## config.mk

```make
export PLATFORM = sky130hd
export DESIGN_NAME = spi_txu_top
export DESIGN_NICKNAME = d
export VERILOG_FILES = /design/src/rtl/spi_txu_pkg.sv /design/src/rtl/spi_txu_sync.sv /design/src/rtl/spi_txu_shift.sv /design/src/rtl/spi_txu_hold.sv /design/src/rtl/spi_txu_flag.sv /design/src/rtl/spi_txu_top.sv
export SDC_FILE = /design/constraint.sdc
export NUM_CORES = 1
export LEC_CHECK = 0
export BUFFER_PORTS_ARGS = -buffer_cell sky130_fd_sc_hd__buf_2
export CORE_UTILIZATION = 59
export CTS_CLUSTER_SIZE = 16
export DETAILED_ROUTE_END_ITERATION = 10
export PLACE_DENSITY = 0.91
export SLEW_MARGIN = 20
export SYNTH_ARGS = -nofsm -noshare
export SYNTH_HDL_FRONTEND = slang
export SYNTH_SLANG_ARGS = --single-unit
```

## constraint.sdc

```tcl
create_clock -name clk_i -period 1.8 [get_ports clk_i]
set_input_delay 0.36 -clock clk_i [delete_from_list [all_inputs] [get_ports clk_i]]
set_output_delay 0.36 -clock clk_i [all_outputs]
set_load 0.05 [all_outputs]
```

## src/rtl/spi_txu_pkg.sv

```systemverilog
package spi_txu_pkg;
  localparam int unsigned TXU_WORD_W = 24;
  localparam int unsigned TXU_SYNC_STAGES = 2;

  typedef enum logic {
    PH_LOAD_ON_SEL  = 1'b0,
    PH_LOAD_ON_EDGE = 1'b1
  } txu_phase_e;

  typedef struct packed {
    logic underrun;
    logic hold_empty;
  } txu_stat_t;
endpackage

```

## src/rtl/spi_txu_sync.sv

```systemverilog
module spi_txu_sync #(
  parameter int unsigned N = 2,
  parameter int unsigned STAGES = 2,
  parameter logic [N-1:0] RST_VAL = '0
) (
  input  logic         clk_i,
  input  logic         rst_ni,
  input  logic [N-1:0] d_i,
  output logic [N-1:0] q_o
);
  logic [N-1:0] stg_q [STAGES];

  for (genvar s = 0; s < STAGES; s++) begin : g_stage
    if (s == 0) begin : g_first
      always_ff @(posedge clk_i or negedge rst_ni)
        if (!rst_ni) stg_q[s] <= RST_VAL;
        else         stg_q[s] <= d_i;
    end else begin : g_rest
      always_ff @(posedge clk_i or negedge rst_ni)
        if (!rst_ni) stg_q[s] <= RST_VAL;
        else         stg_q[s] <= stg_q[s-1];
    end
  end

  assign q_o = stg_q[STAGES-1];
endmodule

```

## src/rtl/spi_txu_shift.sv

```systemverilog
module spi_txu_shift
  import spi_txu_pkg::*;
#(
  parameter int unsigned WORD_W = TXU_WORD_W
) (
  input  logic              clk_i,
  input  logic              rst_ni,
  input  logic              stop_i,
  input  logic              cpha_i,
  input  logic              sck_s_i,
  input  logic              ssn_s_i,
  input  logic              hold_full_i,
  input  logic [WORD_W-1:0] hold_data_i,
  output logic              load_o,
  output logic              underrun_o,
  output logic              miso_o
);
  localparam int unsigned CNT_W = $clog2(WORD_W);
  localparam logic [CNT_W-1:0] LAST_BIT = CNT_W'(WORD_W - 1);

  logic              sck_d_q, ssn_d_q, busy_q;
  logic [CNT_W-1:0]  cnt_q;
  logic [WORD_W-1:0] shift_q, last_q;
  logic              sck_rise, sck_fall, sel, sel_on, start, samp_edge, shift_edge;
  txu_phase_e        ph;

  assign ph       = txu_phase_e'(cpha_i);
  assign sck_rise = sck_s_i & ~sck_d_q;
  assign sck_fall = ~sck_s_i & sck_d_q;
  assign sel      = ~ssn_s_i;
  assign sel_on   = ~ssn_s_i & ssn_d_q;

  // phase 0 starts on select, phase 1 on first rising edge of an idle word
  assign start = ~stop_i & sel & ~busy_q &
                 ((ph == PH_LOAD_ON_SEL) ? sel_on : sck_rise);
  assign samp_edge  = (ph == PH_LOAD_ON_SEL) ? sck_rise : sck_fall;
  assign shift_edge = (ph == PH_LOAD_ON_SEL) ? sck_fall : sck_rise;

  always_ff @(posedge clk_i or negedge rst_ni) begin
    if (!rst_ni) begin
      sck_d_q <= 1'b0;
      ssn_d_q <= 1'b1;
      busy_q  <= 1'b0;
      cnt_q   <= '0;
      shift_q <= '0;
      last_q  <= '0;
    end else begin
      sck_d_q <= sck_s_i;
      ssn_d_q <= ssn_s_i;
      if (stop_i || !sel) begin
        busy_q <= 1'b0;
        cnt_q  <= '0;
      end else if (start) begin
        busy_q <= 1'b1;
        cnt_q  <= '0;
        if (hold_full_i) begin
          shift_q <= hold_data_i;
          last_q  <= hold_data_i;
        end else begin
          shift_q <= last_q;
        end
      end else if (busy_q) begin
        if (shift_edge) shift_q <= {shift_q[WORD_W-2:0], 1'b0};
        if (samp_edge) begin
          if (cnt_q == LAST_BIT) begin
            busy_q <= 1'b0;
            cnt_q  <= '0;
          end else begin
            cnt_q <= cnt_q + 1'b1;
          end
        end
      end
    end
  end

  assign load_o     = start & hold_full_i;
  assign underrun_o = start & ~hold_full_i;
  assign miso_o     = sel & shift_q[WORD_W-1];


  load_takes_hold_chk: assert property (@(posedge clk_i) disable iff (!rst_ni)
    load_o |=> (shift_q == $past(hold_data_i)));

  resend_last_chk: assert property (@(posedge clk_i) disable iff (!rst_ni)
    underrun_o |=> (shift_q == $past(last_q)));

  idle_quiet_chk: assert property (@(posedge clk_i) disable iff (!rst_ni)
    !busy_q && !start |=> $stable(shift_q));
endmodule

```

## src/rtl/spi_txu_hold.sv

```systemverilog
module spi_txu_hold #(
  parameter int unsigned WORD_W = 24
) (
  input  logic              clk_i,
  input  logic              rst_ni,
  input  logic              wr_i,
  input  logic [WORD_W-1:0] wr_data_i,
  input  logic              load_i,
  input  logic              flag_i,
  output logic [WORD_W-1:0] hold_o,
  output logic              full_o,
  output logic              tx_req_o,
  output logic              urun_req_o
);
  logic [WORD_W-1:0] hold_q;
  logic              full_q;

  always_ff @(posedge clk_i or negedge rst_ni) begin
    if (!rst_ni) begin
      hold_q <= '0;
      full_q <= 1'b0;
    end else if (wr_i) begin
      hold_q <= wr_data_i;
      full_q <= 1'b1;
    end else if (load_i) begin
      full_q <= 1'b0;
    end
  end

  assign hold_o     = hold_q;
  assign full_o     = full_q;
  assign tx_req_o   = ~full_q & ~flag_i;
  assign urun_req_o = ~full_q & flag_i;


  wr_fills_chk: assert property (@(posedge clk_i) disable iff (!rst_ni)
    wr_i |=> full_q);

  load_drains_chk: assert property (@(posedge clk_i) disable iff (!rst_ni)
    load_i && !wr_i |=> !full_q);
endmodule

```

## src/rtl/spi_txu_flag.sv

```systemverilog
module spi_txu_flag (
  input  logic clk_i,
  input  logic rst_ni,
  input  logic set_i,
  input  logic rd_stat_i,
  input  logic wr_i,
  input  logic stop_i,
  output logic flag_o
);
  logic flag_q, armed_q;

  always_ff @(posedge clk_i or negedge rst_ni) begin
    if (!rst_ni) begin
      flag_q  <= 1'b0;
      armed_q <= 1'b0;
    end else begin
      if (stop_i || wr_i)           armed_q <= 1'b0;
      else if (rd_stat_i && flag_q) armed_q <= 1'b1;
      if (stop_i)                   flag_q <= 1'b0;
      else if (set_i)               flag_q <= 1'b1;
      else if (wr_i && armed_q)     flag_q <= 1'b0;
    end
  end

  assign flag_o = flag_q;


  set_only_on_start_chk: assert property (@(posedge clk_i) disable iff (!rst_ni)
    $rose(flag_q) |-> $past(set_i));

  stop_clears_chk: assert property (@(posedge clk_i) disable iff (!rst_ni)
    stop_i |=> !flag_q);

  clear_cause_chk: assert property (@(posedge clk_i) disable iff (!rst_ni)
    $fell(flag_q) |-> ($past(stop_i) || $past(wr_i)));
endmodule

```

## src/rtl/spi_txu_top.sv

```systemverilog
module spi_txu_top
  import spi_txu_pkg::*;
#(
  parameter int unsigned WORD_W = TXU_WORD_W,
  parameter int unsigned SYNC_STAGES = TXU_SYNC_STAGES
) (
  input  logic              clk_i,
  input  logic              rst_ni,
  input  logic              cpha_i,
  input  logic              stop_i,
  input  logic              sck_i,
  input  logic              ss_ni,
  output logic              miso_o,
  input  logic              wr_en_i,
  input  logic [WORD_W-1:0] wr_data_i,
  input  logic              rd_stat_i,
  output logic [1:0]        stat_o,
  output logic              tx_req_o,
  output logic              urun_req_o
);
  logic [1:0]        pins_s;
  logic              load, underrun, flag, hold_full;
  logic [WORD_W-1:0] hold_data;
  txu_stat_t         stat;

  spi_txu_sync #(.N(2), .STAGES(SYNC_STAGES), .RST_VAL(2'b10)) u_sync (
    .clk_i, .rst_ni, .d_i({ss_ni, sck_i}), .q_o(pins_s)
  );

  spi_txu_shift #(.WORD_W(WORD_W)) u_shift (
    .clk_i, .rst_ni, .stop_i, .cpha_i,
    .sck_s_i(pins_s[0]), .ssn_s_i(pins_s[1]),
    .hold_full_i(hold_full), .hold_data_i(hold_data),
    .load_o(load), .underrun_o(underrun), .miso_o
  );

  spi_txu_hold #(.WORD_W(WORD_W)) u_hold (
    .clk_i, .rst_ni, .wr_i(wr_en_i), .wr_data_i, .load_i(load), .flag_i(flag),
    .hold_o(hold_data), .full_o(hold_full), .tx_req_o, .urun_req_o
  );

  spi_txu_flag u_flag (
    .clk_i, .rst_ni, .set_i(underrun), .rd_stat_i, .wr_i(wr_en_i), .stop_i,
    .flag_o(flag)
  );

  assign stat.underrun   = flag;
  assign stat.hold_empty = ~hold_full;
  assign stat_o          = stat;


  one_request_chk: assert property (@(posedge clk_i) disable iff (!rst_ni)
    !(tx_req_o && urun_req_o));
endmodule

```

==> key figures, run 1 <==
Pwr
  • Final total power: 4.824 mW
  • Clk pwr share: 33.0%
  • PD cells: 1070 nW/um^2
  • Sw Ratio: 25.95%
  • Pint: 3.572 mW
  • Sw power: 1.252 mW
  • VDD IR-drop max: 652.5 uV
  • Leak Pwr: 2.155 nW
  • Logic pwr share: 14.4%
  • Sequential power share: 52.6%

Placed design
  • Placed Cells: 386
  • Final HPWL DP: 5.079 mm
  • GP Congestion: 0.8226
  • IO Port Bufs: 36

GRT
  • Largest net degree at the start of global routing: 35
  • First-pass GRT wire length: 13.83 mm
  • Gr usage total: 25.76%
  • Number of global-route vias before repair: 2704
  • Initial antenna violation count: 0
  • Grt ovf: 0

Final layout
  • FF+latch area: 2182 sq um
  • Fill cells: 441
  • Core Util, Final: 70.57%
  • Area of the multi-input gates: 1615 sq um
  • Finished Layout Cells: 403
  • NumNets Final: 354
  • ANT cells: 0
  • Synth-to-Final Area Change: 14.31%
  • Share of layout cells above drive strength 1: 37.73%

Timing
  • Max-slew violations: 0
  • Minimum clock period: 1.715 ns
  • Rel. slew slack: 70.16%
  • Max Clock Skew: 0.01440 ns
  • RSZ-0062 raised after global routing: no
  • Final setup violation count: 0
  • Fmax: 583.2 MHz
  • Count of final hold-check violations: 0
  • Least-Margin Pin Slew: 0.4415 ns
  • Period utilisation layout: 95.26%
  • Setup TNS: 0 ns

Clock network
  • CTS tree: built
  • Clk Latency, worst-skew pair: 0.36 ns
  • Root Driver: clkbuf_8
  • Setup repair bufs after CTS: 0
  • Clock Pin Slew Worst Setup and Hold Paths: 0.09 ns
  • H-tree depth reported by CTS: 3
  • Total CTS buffers: 9
  • Clk buf depth: 2
  • CTS sink cnt: 87

Detailed routing
  • Drt pass-1 iters: 4
  • DR iter-0 viols: 304
  • Routed Antenna Nets: 0
  • # DRC: 0
  • Final WL: 8.286 mm
  • Via Count: 2641
  • WL/cell: 20.56 um
  • Via density: 6.553

Setup path
  • CP startpoint kind: flip-flop
  • Crit path DAT: 1.35 ns
  • Crit path required time: 1.44 ns
  • Setup CP Type: flip-flop to output pin
  • CP Capture Type: output pin
  • Critical-path maximum fanout: 22

Synthesis
  • Post-synth cell types: 48
  • Seq/Total Area, Yosys: 55.32%
  • #FFs+latches synth: 87
  • Post-synth EDFFs: 0
  • Yosys Warn Count: 0
  • Avg Cell Area, Syn: 13.88 sq um
  • Post-synth ARST share: 100.0%
  • Syn nets: 317
  • Instance count of the mapped netlist: 284
  • Synthesized area: 3943 sq um
  • Synth Flop Type: dfrtp_1

Die
  • I/O pin count: 37
  • Initial Utilization: 61.74%
  • Die Span X: 83.75 um
  • Die ar.: 7013 sq um
  • Die height: 83.75 um
  • Row cnt: 29
  • Core box area: 6386 sq um

Min path
  • Hold Crit Class: input port to flip-flop

Status
  • Status: complete, no violations

Flow run
  • MaxCap Viol Count: 0
==> per-stage QoR <==
stage	setup WS [ns]	instance area, sq um	hold WS [ns]
floorplan	0.006616	3945	0.06441
global placement	0.1737	4230	0.2442
detailed placement	0.09503	4230	0.2502
CTS	0.02518	4483	0.07485
global route	0.01512	4507	0.06987
finish	0.08525	4507	0.08759
==> worst paths after layout <==
| kind | endpoint | from | slack [ns] | cells after the start |
|---|---|---|---|---|
| max | tx_req_o | u_hold.full_o | 0.09 | 3 |
| min | u_sync.stg_q[3] | ss_ni | 0.09 | 1 |
| max reg2reg | u_shift.shift_q[23] | u_shift.busy_q | 0.10 | 4 |
| min reg2reg | u_sync.q_o[0] | u_sync.stg_q[2] | 0.36 | 0 |
| max in group asynchronous | u_shift.busy_q | rst_ni | 0.84 | 3 |
| min in group asynchronous | u_sync.q_o[0] | rst_ni | 0.42 | 2 |
==> cell families after synthesis <==
logic type | after synthesis | synth area share (%)
buffers and inverters | 26 | 4.412
AOI/OAI and AO/OA | 76 | 16.79
muxes | 63 | 17.17
DFF | 87 | 55.32
and+or+nand+nor | 31 | 5.998
adders and majority gates | 1 | 0.3173
==> power by group through the flow <==
| stage | combinational (mW) | sequential (mW) | clock, mW |
|---|---|---|---|
| 2_1_floorplan | 0.510 | 2.48 | 0 |
| 3_3_place_gp | 0.639 | 2.53 | 0 |
| 3_5_place_dp | 0.685 | 2.55 | 0 |
| 4_1_cts | 0.694 | 2.53 | 1.61 |
| 5_1_grt | 0.756 | 2.58 | 1.70 |
| 6_report | 0.693 | 2.54 | 1.59 |
==> timing repair <==
item | in CTS | in global routing
setup endpoints to repair | 1 | 7
hold buffers | 1 | 0
hold endpoints to repair | 12 | 0
pin swaps | 0 | 0
gates resized for setup | 1 | 6
==> placed cells by master (no fill, tap or decap), types with 2 or more instances in the layout <==
cell / instances
a211oi_1: 14
a211oi_2: 9
a21o_1: 12
a21oi_1: 5
a221o_1: 23
and4b_1: 2
buf_12: 6
buf_2: 34
buf_4: 8
bufinv_16: 2
clkbuf_8: 11
dfrtp_1: 83
dfstp_2: 3
inv_1: 2
inv_6: 3
mux2_2: 37
mux2i_1: 26
nand2_1: 3
nand3_1: 5
nand4_1: 2
nand4bb_1: 2
nor2b_1: 2
o21ai_0: 2
==> metal layers <==
layer,share of wire [%],track usage [%]
met1,42,32.77
met2,51,41.98
met3,5.1,6.034
met4,2.4,11.86
met5,0,0
==> flip-flops by register name (all words and copies together) (netlist names) <==
register and flops:
u_shift.last_q 24, u_shift.ssn_d_q 1, u_shift.shift_q 24, u_shift.cnt_q 5, u_hold.full_o 1, u_flag.armed_q 1, u_flag.flag_o 1, u_shift.busy_q 1
u_sync.stg_q 2, u_shift.sck_d_q 1, u_sync.q_o 2, u_hold.hold_o 24
==> cell usage after synthesis, types with 4 or more instances <==
cell | count | share of area, %
buf_6 | 7 | 2.0
mux2i_1 | 26 | 6.6
a211oi_2 | 4 | 1.3
nand3_1 | 5 | 0.63
buf_2 | 10 | 1.3
a21o_1 | 12 | 2.3
dfrtp_1 | 84 | 53
a21oi_1 | 5 | 0.63
a211oi_1 | 19 | 3.6
a221o_1 | 23 | 5.8
mux2_2 | 37 | 11
==> worst max-delay path, cell delays in order, from the launching register on <==
cell and delay (ns):
dfrtp_1 0.43, buf_12 0.19, nor2_1 0.12, clkbuf_4 0.24
==> area by class of cell <==
class | count | share of cell area [%]
clock inverter | 5 | 1.916
clock buffer | 11 | 3.359
timing repair buffer | 50 | 8.162
inverter | 2 | 0.1666
multi-input combinational | 171 | 35.84
sequential | 87 | 48.42
tap | 77 | 2.138
No activity file was read; power rests on OpenSTA's default activity.
==> run 2, diff against run 1 <==
--- a/config.mk
+++ b/config.mk
@@ -6,6 +6,7 @@
 export NUM_CORES = 1
 export LEC_CHECK = 0
 export BUFFER_PORTS_ARGS = -buffer_cell sky130_fd_sc_hd__buf_2
+export CORE_MARGIN = 3
 export CORE_UTILIZATION = 59
 export CTS_CLUSTER_SIZE = 16
 export DETAILED_ROUTE_END_ITERATION = 10
==> run 2 against run 1 <==
  * Sequential share of layout area increased by 0.75 points
  * Final cell count shrank 0.25%
  * Sequential power barely moved
  * Wire length shrank 3.2%
  * Utilization down 1.5 points
  * Largest cell class unchanged
  * Non-clock buffer count shrank 1
  * Register-to-register slack about the same
  * Flip-flop and latch count unchanged
  * Via count decreased by 1.6%
  * Combinational power decreased by 2%
  * Largest power group unchanged
  * Critical path type unchanged
  * Die area rose by 9.8%
==> key figures, run 2 (synthesized netlist as in run 1, its figures left out) <==
Setup path
  • Critical-path cell list: buf_4 > nor2b_2 > buf_2
  • CP Capture Type: output pin
  • CP max stage delay: 0.40 ns
  • Reg2reg setup slack: 0.11 ns
  • Worst reg2reg path startpoint: u_shift.busy_q
  • CP startpoint kind: flip-flop
  • Critical-path maximum fanout: 16
  • Setup CP Type: flip-flop to output pin
  • Crit path DAT: 1.37 ns
  • Bufs and invs on worst path: 2
  • Largest delay contributor family on the critical path: buffers and inverters
  • Worst R2R Path Depth: 4
  • Terminus of the critical flop-to-flop path: u_shift.shift_q[18]
  • CP max stage cell: dfrtp_1
  • Crit path required time: 1.44 ns

Clock network
  • Root Driver: clkbuf_8
  • Clk Latency, worst-skew pair: 0.36 ns
  • Setup repair bufs after CTS: 0
  • Total CTS buffers: 9
  • CTS sink cnt: 87
  • H-tree depth reported by CTS: 3
  • CTS tree: built
  • Clk buf depth: 2
  • Clock Pin Slew Worst Setup and Hold Paths: 0.09 ns

Detailed routing
  • Via density: 6.465
  • # DRC: 0
  • Drt pass-1 iters: 4
  • Via Count: 2599
  • WL/cell: 19.95 um
  • Final WL: 8.018 mm
  • DR iter-0 viols: 269
  • Routed Antenna Nets: 0

GRT
  • Largest net degree at the start of global routing: 38
  • Gr usage total: 22.73%
  • Number of global-route vias before repair: 2648
  • Grt ovf: 0
  • First-pass GRT wire length: 13.31 mm
  • Initial antenna violation count: 0

Final layout
  • Commonest non-fill, non-tap cells in the layout: 83 x dfrtp_1, 37 x mux2_2, 34 x buf_2, 26 x mux2i_1, 23 x a221o_1
  • Synth-to-Final Area Change: 12.57%
  • ANT cells: 0
  • Share of layout cells above drive strength 1: 36.00%
  • NumNets Final: 353
  • Commonest non-fill, non-tap cell in the layout: dfrtp_1

Placed design
  • IO Port Bufs: 36
  • GP Congestion: 0.7512
  • Final HPWL DP: 5.310 mm

Timing
  • Rel. slew slack: 63.22%
  • Fmax: 579.5 MHz
  • Max Clock Skew: 0.01087 ns
  • RSZ-0062 raised after global routing: no
  • Least-Margin Pin Slew: 0.5378 ns
  • Max-slew violations: 0
  • Setup TNS: 0 ns
  • Final setup violation count: 0
  • Minimum clock period: 1.726 ns
  • Count of final hold-check violations: 0
  • Period utilisation layout: 95.87%

Die
  • Die ar.: 7699 sq um
  • Core box area: 6422 sq um
  • Row cnt: 29
  • Initial Utilization: 61.39%
  • Die height: 87.75 um
  • I/O pin count: 37
  • Die Span X: 87.75 um

Pwr
  • Sequential power share: 55.8%
  • Sw Ratio: 26.62%
  • Leak Pwr: 2.117 nW
  • Sw power: 1.211 mW
  • Pint: 3.339 mW
  • PD cells: 1025 nW/um^2
  • Final total power: 4.550 mW
  • Clk pwr share: 29.3%
  • Logic pwr share: 14.9%
  • VDD IR-drop max: 671.0 uV

Flow run
  • MaxCap Viol Count: 0

Status
  • Status: complete, no violations

Min path
  • Hold Crit Class: input port to flip-flop
  • Hold endpoint: u_sync.stg_q[3]
  • Hold_sp: ss_ni
  • Worst Hold Depth: 1
==> run 2: changes by cell type in the layout (fill, tap and decap cells not counted), moves of 2 or more <==
cell / delta
clkinvlp_4: +2
clkbuf_8: -2
inv_6: -3
a211oi_2: -4
a211oi_1: +4
clkbuf_1: +2
==> run 2: metal layers <==
layer	up-vias	track usage, %	share of wire [%]	wire [um]
met4	0	10.74	2.7	214
met3	22	5.080	4.6	365
met2	72	35.68	49	3955
met5	-	0	0	0
li1	1175	-	-	-
met1	1330	30.16	43	3482
==> run 2: area by class of cell <==
class / count / area, sq um
clock buffer: 11 / 131.4
clock inverter: 5 / 58.81
fill: 443 / 1984
inverter: 2 / 7.507
multi-input combinational: 171 / 1602
sequential: 87 / 2182
tap: 77 / 96.34
timing repair buffer: 49 / 360.3
==> run 2: worst reg2reg max path, delay by kind of cell, from the launching register on <==
family,cells,cell delay (ns)
flip-flops,1,0.50
buffers and inverters,1,0.19
AO/OA/AOI/OAI,2,0.49
AND/OR/NAND/NOR,1,0.45
==> run 2: repair_timing <==
| item | in CTS | in global routing |
|---|---|---|
| hold buffers | 1 | 0 |
| setup endpoints to repair | 0 | 8 |
| hold endpoints to repair | 24 | 0 |
| resized for setup | 0 | 4 |
==> run 2: worst max-delay path by stage <==
stage                               from             endpoint  slack (ns)  cells past startpoint
after floorplan            u_hold.full_o             tx_req_o       0.007                      3
after global placement            cpha_i  u_shift.shift_q[15]        0.18                      5
after detailed placement  u_shift.busy_q  u_shift.shift_q[18]        0.08                      4
after CTS                  u_hold.full_o             tx_req_o        0.03                      3
after global routing       u_hold.full_o           urun_req_o       0.001                      3
final                      u_hold.full_o           urun_req_o        0.07                      3
==> run 2: stage by stage <==
stage               instance area, sq um  util, %  hold WS [ns]  instances  setup WS [ns]
finish                              4438    69.10       0.08945        402        0.07434
global route                        4438    69.10       0.06866        402       0.001343
CTS                                 4423    68.87       0.07636        402        0.03451
detailed placement                  4223    65.75        0.3073        385        0.08274
global placement                    4223    65.75        0.3032        385         0.1755
floorplan                           3945        -       0.06441        284       0.006616
==> run 2: power groups by stage <==
| stage | sequential [mW] | clock [mW] | combinational, mW |
|---|---|---|---|
| floorplan | 2.48 | 0 | 0.510 |
| global placement | 2.53 | 0 | 0.637 |
| detailed placement | 2.56 | 0 | 0.684 |
| CTS | 2.53 | 1.35 | 0.688 |
| global route | 2.57 | 1.44 | 0.745 |
| finish | 2.54 | 1.33 | 0.679 |
==> run 3, diff against run 2 <==
--- a/config.mk
+++ b/config.mk
@@ -11,6 +11,7 @@
 export CTS_CLUSTER_SIZE = 16
 export DETAILED_ROUTE_END_ITERATION = 10
 export PLACE_DENSITY = 0.91
+export RECOVER_POWER = 100
 export SLEW_MARGIN = 20
 export SYNTH_ARGS = -nofsm -noshare
 export SYNTH_HDL_FRONTEND = slang
==> run 3 against run 2 <==
  * Utilization shrank 0.68 points
  * Die area is the same
  * Non-clock buffer count unchanged
  * Largest power group unchanged
  * Combinational power down 2%
  * Hold slack got worse by 0.0014 ns
  * Clock skew grew 0.0013 ns
  * Flip-flop and latch count did not move
==> key figures, run 3 (synthesized netlist as in run 1, its figures left out) <==
Setup path
  • CP Capture Type: output pin
  • Setup CP Type: flip-flop to output pin
  • Critical-path cell list: nor2b_1 > clkbuf_2
  • CP max stage cell: dfstp_1
  • CP startpoint kind: flip-flop
  • CP max stage delay: 0.66 ns
  • Crit path DAT: 1.38 ns
  • Crit path required time: 1.44 ns
  • Critical-path maximum fanout: 5

Timing
  • Minimum clock period: 1.741 ns
  • Count of final hold-check violations: 0
  • Least-Margin Pin Slew: 0.7300 ns
  • RSZ-0062 raised after global routing: no
  • Final setup violation count: 0
  • Period utilisation layout: 96.73%
  • Setup TNS: 0 ns
  • WHS: 0.08808 ns
  • Fmax: 574.4 MHz
  • Final WS setup: 0.05895 ns
  • Rel. slew slack: 51.33%
  • Max Clock Skew: 0.01215 ns
  • Max-slew violations: 0

Pwr
  • PD cells: 1033 nW/um^2
  • Sw power: 1.211 mW
  • Clk pwr share: 29.5%
  • Logic pwr share: 14.7%
  • Sw Ratio: 26.66%
  • VDD IR-drop max: 669.6 uV
  • Sequential power share: 55.8%
  • Pint: 3.331 mW
  • Leak Pwr: 2.100 nW

Status
  • Status: complete, no violations

Final layout
  • ANT cells: 0
  • Commonest non-fill, non-tap cell in the layout: dfrtp_1
  • Fill cells: 451
  • FF+latch area: 2182 sq um
  • Core Util, Final: 68.42%
  • Share of layout cells above drive strength 1: 34.46%
  • Synth-to-Final Area Change: 11.46%
  • Commonest non-fill, non-tap cells in the layout: 83 x dfrtp_1, 37 x mux2_2, 31 x buf_2, 26 x mux2i_1, 23 x a221o_1
  • NumNets Final: 353
  • Area of the multi-input gates: 1583 sq um

Placed design
  • IO Port Bufs: 36
  • Setup Slack @ Placement: 0.08274 ns
  • GP Congestion: 0.7512
  • Final HPWL DP: 5.310 mm

Detailed routing
  • WL/cell: 19.91 um
  • Final WL: 8.005 mm
  • Via Count: 2577
  • Drt pass-1 iters: 4
  • DR iter-0 viols: 238
  • Via density: 6.410
  • # DRC: 0
  • Routed Antenna Nets: 0

Die
  • Core box area: 6422 sq um
  • Row cnt: 29
  • Initial Utilization: 61.39%
  • Die ar.: 7699 sq um
  • Die Span X: 87.75 um
  • I/O pin count: 37
  • Die height: 87.75 um

GRT
  • Initial antenna violation count: 0
  • Largest net degree at the start of global routing: 38
  • First-pass GRT wire length: 13.31 mm
  • Number of global-route vias before repair: 2648
  • Gr usage total: 22.73%
  • Grt ovf: 0

Flow run
  • MaxCap Viol Count: 0

Clock network
  • CTS sink cnt: 87
  • CTS tree: built
  • Clk Latency, worst-skew pair: 0.36 ns
  • Clk buf depth: 2
  • Clock Pin Slew Worst Setup and Hold Paths: 0.09 ns
  • Root Driver: clkbuf_8
  • H-tree depth reported by CTS: 3
  • Total CTS buffers: 9

Min path
  • Hold Crit Class: input port to flip-flop
## run 3: cell types whose count changed in the layout (fill, tap and decap cells not counted), moves of 2 or more
cell / before / now
buf_2: 34 / 31
buf_4: 7 / 3
clkbuf_1: 2 / 4
clkbuf_2: 0 / 5
## run 3: critical path, delay by kind of cell (launching register included)
| family | cells | cell delay, ns |
|---|---|---|
| DFF | 1 | 0.66 |
| buffers and inverters | 1 | 0.25 |
| and+or+nand+nor | 1 | 0.11 |
## run 3: power groups by stage
stage	registers, mW	clock network (mW)	logic (mW)
global placement	2.53	0	0.637
finish	2.54	1.34	0.668
floorplan	2.48	0	0.510
CTS	2.53	1.35	0.688
detailed placement	2.56	0	0.684
global route	2.57	1.44	0.734
## run 3: routing by layer
layer	GRT usage, %	routed length, um	up-vias
met4	10.74	212	0
li1	-	-	1176
met5	0	0	-
met1	30.16	3474	1298
met3	5.080	375	24
met2	35.68	3941	79
## run 3: path summary, 6_finish.rpt
path                       slack [ns]             from  depth (start not counted)                 to
max                              0.06    u_sync.q_o[1]                          2             miso_o
min in group asynchronous        0.59           rst_ni                          2    u_shift.sck_d_q
min reg2reg                      0.37  u_sync.stg_q[3]                          0      u_sync.q_o[1]
min                              0.09            ss_ni                          1    u_sync.stg_q[3]
max reg2reg                      0.08  u_shift.sck_d_q                          4  u_shift.last_q[4]
max in group asynchronous        0.24           rst_ni                          3  u_hold.hold_o[17]
## run 3: through the flow
| stage | cell area (sq um) | std cells | total power [mW] |
|---|---|---|---|
| detailed placement | 4223 | 385 | 3.240 |
| global placement | 4223 | 385 | 3.165 |
| global route | 4394 | 402 | 4.747 |
| CTS | 4423 | 402 | 4.571 |
| finish | 4394 | 402 | 4.541 |
| floorplan | 3945 | 284 | 2.989 |
## run 3: repair_timing
item                                    4_1_cts  5_1_grt
resized for setup                             0        4
hold endpoints to repair                     24        0
hold buffers                                  1        0
buffers inserted                              0        0
endpoints found under the setup margin        0        8
## run 3: final cells by class
| class | count | area share (%) |
|---|---|---|
| Timing Repair Buffer | 49 | 7.631 |
| Clock buffer | 11 | 2.990 |
| Sequential cell | 87 | 49.66 |
| Tap cell | 77 | 2.192 |
| Inverter | 2 | 0.1708 |
| Multi-Input combinational cell | 171 | 36.02 |
| Clock inverter | 5 | 1.338 |
